===== config.mk =====
export PLATFORM = sky130hd
export DESIGN_NAME = dual_interval_timer
export DESIGN_NICKNAME = d
export VERILOG_FILES = /design/src/rtl/dit_pkg.sv /design/src/rtl/dit_prescaler.sv /design/src/rtl/dit_edge_sync.sv /design/src/rtl/dit_counter.sv /design/src/rtl/dual_interval_timer.sv
export SDC_FILE = /design/constraint.sdc
export NUM_CORES = 1
export LEC_CHECK = 0
export ABC_AREA = 1
export BUFFER_PORTS_ARGS = -buffer_cell sky130_fd_sc_hd__buf_2
export CAP_MARGIN = 20
export CORE_MARGIN = 1.5
export CORE_UTILIZATION = 25
export DETAILED_ROUTE_END_ITERATION = 6
export PLACE_DENSITY = 0.44
export SYNTH_ARGS = -nofsm -noshare
export SYNTH_HDL_FRONTEND = slang
export SYNTH_HIERARCHICAL = 1
export SYNTH_SLANG_ARGS = --single-unit

===== constraint.sdc =====
create_clock -name clk -period 1.8 [get_ports clk]
set_input_delay 0.18 -clock clk [delete_from_list [all_inputs] [get_ports clk]]
set_output_delay 0.18 -clock clk [all_outputs]
set_load 0.03 [all_outputs]

===== src/rtl/dit_pkg.sv =====
package dit_pkg;
  localparam int NUM_TAPS = 4;

  // Width of the low prescaler bits that must all be ones for tap k to tick.
  function automatic int tap_bits(input int k);
    case (k)
      0:       return 3;   // clk/8
      1:       return 5;   // clk/32
      2:       return 7;   // clk/128
      default: return 11;  // clk/2048
    endcase
  endfunction

  localparam int PRE_W = tap_bits(NUM_TAPS - 1);

  typedef enum logic [1:0] {
    ADDR_RUN = 2'd0,
    ADDR_SEL = 2'd1,
    ADDR_M0  = 2'd2,
    ADDR_M1  = 2'd3
  } reg_addr_e;
endpackage


===== src/rtl/dit_prescaler.sv =====
module dit_prescaler
  import dit_pkg::*;
(
  input  logic                clk,
  input  logic                rst,
  input  logic                run,
  output logic [PRE_W-1:0]    cnt,
  output logic [NUM_TAPS-1:0] tick
);
  always_ff @(posedge clk) begin
    if (rst || !run) cnt <= '0;
    else             cnt <= cnt + 1'b1;
  end

  for (genvar k = 0; k < NUM_TAPS; k++) begin : g_tap
    localparam int W = tap_bits(k);
    assign tick[k] = run && (&cnt[W-1:0]);
  end
endmodule


===== src/rtl/dit_edge_sync.sv =====
module dit_edge_sync (
  input  logic clk,
  input  logic rst,
  input  logic pin,
  output logic rise
);
  logic [2:0] sh_q;

  always_ff @(posedge clk) begin
    if (rst) sh_q <= '0;
    else     sh_q <= {sh_q[1:0], pin};
  end

  assign rise = sh_q[1] && !sh_q[2];
endmodule


===== src/rtl/dit_counter.sv =====
module dit_counter #(
  parameter int CNT_W = 8
) (
  input  logic             clk,
  input  logic             rst,
  input  logic             run,
  input  logic             tick,
  input  logic [CNT_W-1:0] match,
  output logic             irq
);
  logic [CNT_W-1:0] cnt_q;
  logic [CNT_W:0]   nxt;
  logic [CNT_W:0]   tgt;

  always_comb begin
    nxt = {1'b0, cnt_q} + 1'b1;
    tgt = (match == '0) ? ((CNT_W+1)'(1) << CNT_W) : {1'b0, match};
  end

  always_ff @(posedge clk) begin
    if (rst || !run) begin
      cnt_q <= '0;
      irq   <= 1'b0;
    end else begin
      irq <= 1'b0;
      if (tick) begin
        if (nxt == tgt) begin
          cnt_q <= '0;
          irq   <= 1'b1;
        end else begin
          cnt_q <= nxt[CNT_W-1:0];
        end
      end
    end
  end
endmodule


===== src/rtl/dual_interval_timer.sv =====
module dual_interval_timer
  import dit_pkg::*;
#(
  parameter int CNT_W = 8
) (
  input  logic             clk,
  input  logic             rst,
  input  logic             wr_en,
  input  logic [1:0]       wr_addr,
  input  logic [CNT_W-1:0] wr_data,
  input  logic             ext_clk_in,
  output logic             irq0,
  output logic             irq1
);
  localparam int NT = 2;

  logic [NT-1:0]    run_q;
  logic             pre_run_q;
  logic [1:0]       sel_q [NT];
  logic [CNT_W-1:0] match_q [NT];
  logic [NT-1:0]    tick;
  logic [NT-1:0]    irq;
  logic [NUM_TAPS-1:0] ptick;
  logic [PRE_W-1:0]    pre_cnt;
  logic             ext_rise;

  always_ff @(posedge clk) begin
    if (rst) begin
      run_q     <= '0;
      pre_run_q <= 1'b0;
      for (int i = 0; i < NT; i++) begin
        sel_q[i]   <= '0;
        match_q[i] <= '0;
      end
    end else if (wr_en) begin
      case (reg_addr_e'(wr_addr))
        ADDR_RUN: begin
          run_q     <= wr_data[NT-1:0];
          pre_run_q <= wr_data[CNT_W-1];
        end
        ADDR_SEL: begin
          sel_q[0] <= wr_data[1:0];
          sel_q[1] <= wr_data[3:2];
        end
        ADDR_M0: match_q[0] <= wr_data;
        default: match_q[1] <= wr_data;
      endcase
    end
  end

  dit_prescaler u_pre (
    .clk  (clk),
    .rst  (rst),
    .run  (pre_run_q),
    .cnt  (pre_cnt),
    .tick (ptick)
  );

  dit_edge_sync u_sync (
    .clk  (clk),
    .rst  (rst),
    .pin  (ext_clk_in),
    .rise (ext_rise)
  );

  // Source menus differ per timer.
  always_comb begin
    case (sel_q[0])
      2'd0:    tick[0] = ext_rise;
      2'd1:    tick[0] = ptick[0];
      2'd2:    tick[0] = ptick[1];
      default: tick[0] = ptick[2];
    endcase
    case (sel_q[1])
      2'd0:    tick[1] = irq[0];
      2'd1:    tick[1] = ptick[0];
      2'd2:    tick[1] = ptick[2];
      default: tick[1] = ptick[3];
    endcase
  end

  for (genvar t = 0; t < NT; t++) begin : g_tmr
    dit_counter #(.CNT_W(CNT_W)) u_cnt (
      .clk   (clk),
      .rst   (rst),
      .run   (run_q[t]),
      .tick  (tick[t]),
      .match (match_q[t]),
      .irq   (irq[t])
    );
  end

  assign irq0 = irq[0];
  assign irq1 = irq[1];
endmodule


After elaboration in Yosys (flattened, before gate mapping)
Memories as Yosys holds them, arrays and structs flattened.
Index checks and enable logic that the tools add are counted.
- bits in registers: 35
- bits in writable memories: 20
- input port bits: 14
- output and inout port bits: 2
- word-level logic and storage cells: 78
- memories: 2
- $add $sub $neg: 3
- equality and inequality tests: 8
- mux-type cells: 26
- bitwise operators: 6
- reduce and logical (&&, ||, !) cells: 25
- memory list (name ; words ; bits a word ; rd ports ; clocked after memory_dff ; wr ports ; RTL line ; text):
    match_q ; 2 ; 8 ; 2 ; 0 ; 2 ; dual_interval_timer.sv:20 ; logic [CNT_W-1:0] match_q [NT];
    sel_q ; 2 ; 2 ; 2 ; 0 ; 2 ; dual_interval_timer.sv:19 ; logic [1:0] sel_q [NT];
- operators with widths (operator ; number):
    $mux W8 ; 4
    $add A8 B1 Y9 const B ; 2
    $eq A9 B9 Y1 ; 2
    $mux W9 ; 2
    $logic_not A8 Y1 ; 2
    $mux W1 ; 16
    $add A11 B1 Y11 const B ; 1
    $reduce_and A11 Y1 ; 1
    $reduce_and A7 Y1 ; 1
    $eq A2 B1 Y1 const B ; 3
    $eq A2 B2 Y1 const B ; 3
    $logic_not A2 Y1 ; 3
    $pmux W1 S3 ; 2
    $logic_and A1 B1 Y1 ; 5
    $reduce_and A5 Y1 ; 1
    $logic_not A1 Y1 ; 4
    $mux W2 ; 2
    $or A1 B1 Y1 ; 4
    $reduce_or A2 Y1 ; 2
    $logic_or A1 B1 Y1 ; 3
    $reduce_and A3 Y1 ; 1
    $reduce_or A3 Y1 ; 1
    $not A1 Y1 ; 2
    $reduce_and A2 Y1 ; 1

Logic depth before layout (Yosys ltp)
Gate-level depths: netlist (run 1).
- word-level depth: 7
- depth in mapped cells: 13
- gate-level depth less buffers: 12

Modules after synthesis
The synthesis (run 1) kept the hierarchy.
- modules (own cells, without submodules) (module ; instances ; cells each ; area each (um^2) ; sequential area each (um^2)):
    dit_counter ; 2 ; 139 ; 793.3 ; 180.2
    dual_interval_timer ; 1 ; 84 ; 947.2 ; 660.6
    dit_prescaler ; 1 ; 72 ; 531.8 ; 220.2
    dit_edge_sync ; 1 ; 10 ; 86.3 ; 60.1

Worst setup path before layout (run 1)
No wires, ideal clock.
- path kind: flip-flop to flip-flop
- from: register u_pre.cnt[0]
- to: register g_tmr[1].u_cnt.cnt_q[5]
- setup time: 0.070 ns
- arrival: 1.777 ns
- required time: 1.730 ns
- setup slack: -0.047 ns
- stages on the path, launching flop included: 13
- buffers on the path: 1
- period minus slack after synthesis: 1.847 ns
- cell sequence: dfxtp_1 -> ha_1 -> nand2_1 -> nor2_4 -> nand2_1 -> nor2_1 -> o21ai_0 -> o21ai_0 -> buf_4 -> clkinv_1 -> a21oi_1 -> nand2_1 -> a21oi_1
- word-level cells in the longest chain between the ends: 3
- elaborated cells on any way between the ends: 7
- classes of those cells: mux: 1; reduce/logical: 6
- ends and longest elaborated chain (what ; RTL line ; text):
    start, declared ; dit_prescaler.sv:7 ; output logic [PRE_W-1:0] cnt,
    start signal, assigned ; dit_prescaler.sv:12 ; else cnt <= cnt + 1'b1;
    $reduce_and A7 Y1 ; dit_prescaler.sv:17 ; assign tick[k] = run && (&cnt[W-1:0]);
    $logic_and A1 B1 Y1 ; dit_prescaler.sv:17 ;
    via ptick[2] ; dual_interval_timer.sv:23 ; logic [NUM_TAPS-1:0] ptick;
    $pmux W1 S3 ; dual_interval_timer.sv:74 ; case (sel_q[1])
    via tick[1] ; dual_interval_timer.sv:21 ; logic [NT-1:0] tick;
    end signal, assigned ; dit_counter.sv:31 ; cnt_q <= nxt[CNT_W-1:0];
    end, declared ; dit_counter.sv:11 ; logic [CNT_W-1:0] cnt_q;
The timed path passes the listed nets, and every way through them passes these cells.
A chain may end at the register's enable or synchronous reset.

Worst setup path in the final report (run 1)
- from: register u_pre.cnt[1]
- to: register g_tmr[1].u_cnt.cnt_q[2]
- word-level cells in the longest chain between the ends: 3
- elaborated cells on any way between the ends: 7
- classes of those cells: mux: 1; reduce/logical: 6
- ends and longest elaborated chain (what ; RTL line):
    $reduce_and A3 Y1 ; dit_prescaler.sv:17
    $logic_and A1 B1 Y1 ; dit_prescaler.sv:17
    via ptick[0] ; dual_interval_timer.sv:23
    $pmux W1 S3 ; dual_interval_timer.sv:74
    via tick[1] ; dual_interval_timer.sv:21
The timed path passes the listed nets, and every way through them passes these cells.

==> flow_summary_export.csv, run 1 <==
group,metric,value,unit
logic_synthesis,ys_warn_count,6,
clock_tree,cts.clk_slew.worst_paths,70,ps
worst_setup_path,critical_path.top_delay_family,"buffers and inverters",
timing,grt_setup_unrepaired,"true",
cells_and_area,multi_input_area,1690,um^2
floorplan,die_h,115,um
power_and_ir_drop,total_power,2.80,mW
cells_and_area,antenna_cells,0,
power_and_ir_drop,total_leakage_power,1.57,nW
logic_synthesis,syn_area,3150,um^2
worst_setup_path,crit_slowest_cell,"dfxtp_2",
route,drtIter0Drc,103,
global_route,antenna_found_initial,0,
logic_synthesis,yosysTopAreaCell,"dfxtp_1",
worst_setup_path,cp_cell_sequence,"ha_4 > buf_4 > ha_2 > nand2_1 > inv_2 > inv_2 > nand2_1 > nand2_1 > o21ai_1 > buf_4 > buf_12 > nor2_4 > a31oi_4 > nand3_1 > inv_1",
floorplan,initial_core_util,25.9,%
timing,setup_viol,0,
logic_synthesis,async_flop_share,0,%
logic_synthesis,synth_cell_types,26,
route,num_vias,2711,
logic_synthesis,synth.most_common_cell,"nand2_1",
cells_and_area,instances_no_fill,647,
timing,period_share,97.4,%
clock_tree,cts_hold_buffers,0,
placed_design,place_hpwl,5580,um
worst_setup_path,critical_path.most_common_cell,"nand2_1",
min_path,holdPathStages,3,
logic_synthesis,synthFlopType,"dfxtp_1",
worst_setup_path,ff2ff_path_depth,15,
timing,tightestPinTransition,383,ps
min_path,holdCritStartpoint,"ext_clk_in",
logic_synthesis,syn_inst,444,
worst_setup_path,cp_max_fo,5,
floorplan,die-area,13300,um^2
worst_setup_path,path_class,"reg -> reg",
cells_and_area,layout.area.seq,1310,um^2
timing,holdWs,74.0,ps
cells_and_area,fillers,1323,
logic_synthesis,synthTopCellsByArea,"dfxtp_1 22%, edfxtp_1 19%, nand2_1 14%",
floorplan,rows,40,
worst_setup_path,setup.worst_path.end_class,"flop",
timing,clock_skew,6.30,ps
min_path,hold_end,"u_sync/sh_q[0]$_SDFF_PP0_",
logic_synthesis,synth_top_cell_area_share,22.2,%
status,status,"completed",
logic_synthesis,netlist_top_cells_count,"121 x nand2_1, 71 x nor2_1, 70 x inv_1",
timing,fmax,571,MHz
clock_tree,cts-root-buf,"clkbuf_16",
floorplan,coreArea,12200,um^2
cells_and_area,area_delta_synth_final,23.1,%
logic_synthesis,synth_area_per_cell,7.10,um^2
route,first_pass_iters,4,
worst_setup_path,worstPathArrival,1960,ps
clock_tree,cts_htree_levels,2,
run,cap_violations,0,
clock_tree,cts_buffer_depth,2,
timing,drv_slew,0,
route,via_per_inst,4.19,
worst_setup_path,regToRegSetupSlack,50,ps
cells_and_area,drive_gt1_share,23.0,%
worst_setup_path,cp-start-kind,"flop",
clock_tree,cts_inserted_buffers,5,
logic_synthesis,synth_edf_count,20,
route,final_antenna_net_count,0,
worst_setup_path,crit_buf_inv,6,
route,drc,0,
global_route,grt_pass1_wl,12000,um
placed_design,port_buffers,15,
worst_setup_path,slowest_delay,340,ps
clock_tree,clk_latency,300,ps
global_route,grt_pass1_vias,2561,
global_route,grt_max_degree,18,
cells_and_area,num-nets-final,497,
worst_setup_path,r2r-end,"g_tmr[1].u_cnt/cnt_q[2]$_SDFFE_PP0P_",
route,routed_wl,7070,um
placed_design,place_inst,636,
clock_tree,clock-sinks,55,
worst_setup_path,crit_required,2010,ps
clock_tree,cts_tree,"built",
route,detail_route.wl_per_cell,10.9,um
placed_design,place_congestion,0.843,
logic_synthesis,ys_seq_area_share,41.3,%
logic_synthesis,syn_nets,463,
worst_setup_path,regToRegStartpoint,"u_pre/cnt[1]$_SDFF_PP0_",
global_route,grt_usage,11.5,%
floorplan,die_w,115,um
floorplan,io_pins,16,
min_path,min_path_type,"in -> reg",
logic_synthesis,ys_ff_latch,55,
timing,relSlewSlack,74.4,%
timing,period_needed,1750,ps
power_and_ir_drop,p_per_area,721,nW/um^2
global_route,gr-total-overflow,0,
power_and_ir_drop,ir_worst_vdd,0.358,mV
timing,hold_viol,0,
## per-stage QoR
stage          cell area, um^2  worst slack, ps  utilization, %  TNS, ps
2_1_floorplan             3150             36.9               -        0
3_5_place_dp              3500             -114            28.8     -675
5_1_grt                   3880            -60.2            31.9     -407
3_3_place_gp              3500            -64.6            28.8     -325
4_1_cts                   3750            -3.08            30.8    -3.08
6_report                  3880             47.5            31.9        0
## final cells by class
class | count | area share [%]
Clock inverter | 3 | 1.13
Sequential cell | 55 | 33.7
Timing Repair Buffer | 30 | 5.35
Clock buffer | 5 | 3.23
Multi-Input combinational cell | 312 | 43.6
Tap cell | 168 | 5.42
Inverter | 74 | 7.55
## worst max path at each step
stage / from / to / depth (start not counted) / slack, ps
3_3_place_gp: u_pre/cnt[0]$_SDFF_PP0_ / g_tmr[1].u_cnt/cnt_q[6]$_SDFFE_PP0P_ / 12 / -60
6_report: u_pre/cnt[1]$_SDFF_PP0_ / g_tmr[1].u_cnt/cnt_q[2]$_SDFFE_PP0P_ / 15 / 50
5_1_grt: u_pre/cnt[1]$_SDFF_PP0_ / g_tmr[1].u_cnt/cnt_q[2]$_SDFFE_PP0P_ / 13 / -60
4_1_cts: u_pre/cnt[0]$_SDFF_PP0_ / g_tmr[0].u_cnt/cnt_q[6]$_SDFFE_PP0P_ / 13 / -3
3_5_place_dp: u_pre/cnt[0]$_SDFF_PP0_ / g_tmr[0].u_cnt/cnt_q[6]$_SDFFE_PP0P_ / 13 / -110
2_1_floorplan: u_pre/cnt[0]$_SDFF_PP0_ / g_tmr[1].u_cnt/cnt_q[5]$_SDFFE_PP0P_ / 12 / 40
## power by group
group	internal (mW)	switching, mW	total, mW
sequential	1.34	0.0378	1.37
combinational	0.119	0.179	0.298
clock	0.657	0.470	1.13
total	2.11	0.687	2.80
## worst register-to-register path: stages (launching register included)
cell and delay (ps):
dfxtp_2 340, ha_4 170, buf_4 120, ha_2 150, nand2_1 70, inv_2 40, inv_2 40, nand2_1 40
nand2_1 60, o21ai_1 50, buf_4 170, buf_12 140, nor2_4 120, a31oi_4 40, nand3_1 70, inv_1 40
## sequential cells by signal (all words and copies together) (netlist names)
register	flops
pre_run_q	1
u_pre/cnt	11
u_sync/sh_q	3
run_q	2
sel_q	4
g_tmr.u_cnt/irq	2
match_q	16
g_tmr.u_cnt/cnt_q	16
## repair_timing
item	4_1_cts	5_1_grt
endpoints found under the setup margin	11	17
gates resized for setup	16	37
setup buffers	2	1
pin swaps	2	16
cloned	0	0
## per-layer routing
metal	share of wire (%)	track usage, %	vias to the layer above
met4	2.0	5.02	0
met2	45	18.6	42
li1	-	-	1452
met5	0	0	-
met3	3.1	2.27	9
met1	50	15.1	1208
## placed cells by master, fill, tap and decap left out, drive strengths merged, types with 3 or more instances in the layout
cell type,instances
nor2,85
nand3,47
o21ai,12
clkbuf,5
nand4,3
inv,74
a21oi,18
nor3,3
xnor2,4
dfxtp,35
buf,30
ha,5
edfxtp,20
nand2,131
## kinds of logic (layout without fill, tap and decap cells)
group                    count (synthesis)  in the layout  share of synthesized area [%]
adder cells (fa/ha/maj)                  5              5                           1.98
buffers and inverters                   77            112                           9.65
flip-flops                              55             55                           41.3
AO/OA/AOI/OAI                           32             32                           5.16
AND/OR/NAND/NOR                        271            271                           40.8
XOR/XNOR                                 4              4                           1.11
Note: power is estimated with default switching activity, not from simulation.
==> run 2: changes to the inputs <==
CORE_MARGIN = 2   (was 1.5)
==> run 2 against run 1 <==
  * First-iteration DRC count is 67% higher
  * Largest power group unchanged
  * Clock power is 14% lower
  * Largest cell class unchanged
  * Combinational power about the same
  * Highest routed layer unchanged
  * Sequential share of layout area increased by 0.24 points
  * Core utilization down 1.1 points
  * Via count is 0.18% lower
  * Final cell count grew 1.1%
  * Power decreased by 5.7%
  * Register-to-register slack got worse by 20 ps
==> flow_summary_export.csv, run 2 (synthesis results as in run 1) <==
group,metric,value,unit
status,status,"completed",
cells_and_area,antenna_cells,0,
worst_setup_path,regToRegSetupSlack,30,ps
timing,fmax,565,MHz
clock_tree,cts.clk_slew.worst_paths,70,ps
route,routed_wl,6890,um
clock_tree,cts_htree_levels,2,
worst_setup_path,crit_required,1980,ps
timing,period_needed,1770,ps
clock_tree,clk_latency,290,ps
clock_tree,cts_hold_buffers,0,
power_and_ir_drop,total_power,2.64,mW
timing,relSlewSlack,71.5,%
global_route,grt_pass1_wl,11900,um
placed_design,port_buffers,15,
cells_and_area,fillers,1366,
timing,tightestPinTransition,426,ps
power_and_ir_drop,ir_worst_vdd,0.554,mV
route,drc,0,
worst_setup_path,ff2ff_path_depth,13,
cells_and_area,num-nets-final,500,
worst_setup_path,cp-start-kind,"flop",
global_route,grt_max_degree,16,
timing,clock_skew,6.40,ps
worst_setup_path,path_class,"reg -> reg",
cells_and_area,drive_gt1_share,21.0,%
clock_tree,cts_tree,"built",
timing,grt_setup_unrepaired,"true",
worst_setup_path,worstPathArrival,1950,ps
placed_design,place_congestion,0.819,
timing,holdWs,95.0,ps
route,drtIter0Drc,172,
global_route,grt_usage,11.1,%
power_and_ir_drop,p_per_area,687,nW/um^2
power_and_ir_drop,total_leakage_power,1.57,nW
clock_tree,cts_buffer_depth,2,
run,cap_violations,0,
route,final_antenna_net_count,0,
floorplan,coreArea,12500,um^2
placed_design,place_hpwl,5510,um
floorplan,rows,41,
clock_tree,cts-root-buf,"clkbuf_16",
cells_and_area,final_common_cell,"nand2_1",
worst_setup_path,setup.worst_path.end_class,"flop",
floorplan,die_h,116,um
cells_and_area,area_delta_synth_final,21.8,%
route,detail_route.wl_per_cell,10.5,um
route,first_pass_iters,4,
floorplan,die_w,116,um
timing,hold_viol,0,
timing,drv_slew,0,
global_route,antenna_found_initial,0,
route,via_per_inst,4.14,
floorplan,die-area,13500,um^2
cells_and_area,fin_area,3840,um^2
floorplan,io_pins,16,
route,num_vias,2706,
timing,setup_viol,0,
worst_setup_path,cp_max_fo,7,
clock_tree,clock-sinks,55,
cells_and_area,final_cell_mix,"117 x nand2_1, 69 x inv_1, 65 x nor2_1",
global_route,gr-total-overflow,0,
timing,period_share,98.4,%
global_route,grt_pass1_vias,2577,
min_path,holdPathStages,3,
placed_design,dpl_cell_area,3520,um^2
min_path,min_path_type,"in -> reg",
cells_and_area,reg_top3,"g_tmr.u_cnt/cnt_q: 16 flops, match_q: 16 flops, u_pre/cnt: 11 flops",
floorplan,initial_core_util,25.3,%
clock_tree,cts_inserted_buffers,5,
[run 2: cell count changes in the layout (fill, tap and decap cells not counted), moves of 2 or more]
| cell | change |
|---|---|
| a31oi_1 | +2 |
| dfxtp_1 | +3 |
| dfxtp_2 | -3 |
| nand3_1 | +2 |
| nand3_2 | -2 |
| nor2_2 | +2 |
| nor2_4 | -2 |
[run 2: through the flow]
step / util, % / setup slack [ps] / cells / TNS [ps]
5_1_grt: 30.8 / -163 / 654 / -1710
3_3_place_gp: 28.2 / -59.0 / 641 / -267
2_1_floorplan: - / 36.9 / 444 / 0
4_1_cts: 30.0 / 6.94 / 652 / 0
3_5_place_dp: 28.2 / -130 / 641 / -794
6_report: 30.8 / 29.4 / 654 / 0
[run 2: final timing paths]
check	from	endpoint
setup / recovery	u_pre/cnt[1]$_SDFF_PP0_	g_tmr[0].u_cnt/cnt_q[4]$_SDFFE_PP0P_
hold / removal	ext_clk_in	u_sync/sh_q[0]$_SDFF_PP0_
hold reg to reg	u_sync/sh_q[0]$_SDFF_PP0_	u_sync/sh_q[1]$_SDFF_PP0_
setup reg to reg	u_pre/cnt[1]$_SDFF_PP0_	g_tmr[0].u_cnt/cnt_q[4]$_SDFFE_PP0P_
[run 2: per-layer routing]
layer  track usage [%]  wire length, um  up-vias  part of all wire [%]
met3              1.92              210        4                   3.0
met1              14.9             3470     1201                    50
met5                 0                0        -                     0
met4              3.25               61        0                  0.88
li1                  -                -     1466                     -
met2              18.2             3150       35                    46
[run 2: report_power, final]
part           switching, mW  total (mW)  internal, mW
registers             0.0374        1.37          1.34
clock network          0.416       0.967         0.551
logic                  0.174       0.299         0.125
total                  0.628        2.64          2.01
[run 2: layout make-up]
class | count | area (um^2) | area share, %
Multi-Input combinational cell | 312 | 1640 | 42.7
Sequential cell | 55 | 1300 | 34.0
Inverter | 74 | 288 | 7.49
Timing Repair Buffer | 33 | 246 | 6.42
Tap cell | 172 | 215 | 5.60
Clock buffer | 7 | 143 | 3.71
Clock inverter | 1 | 3.75 | 0.0978
[run 2: worst max-delay path: stages (launching register included)]
cell	delay, ps
dfxtp_2	360
ha_4	150
nand2_4	60
nor2_2	100
ha_2	160
nand2_1	40
inv_1	50
o21ai_1	50
o21ai_1	140
buf_4	180
buf_6	110
nand4_4	100
nand2_4	110
nor2_1	40
[run 2: what timing repair did]
action | CTS | global route
pin swaps | 4 | 11
setup endpoints to repair | 14 | 18
gates resized for setup | 14 | 26
setup buffers | 3 | 2
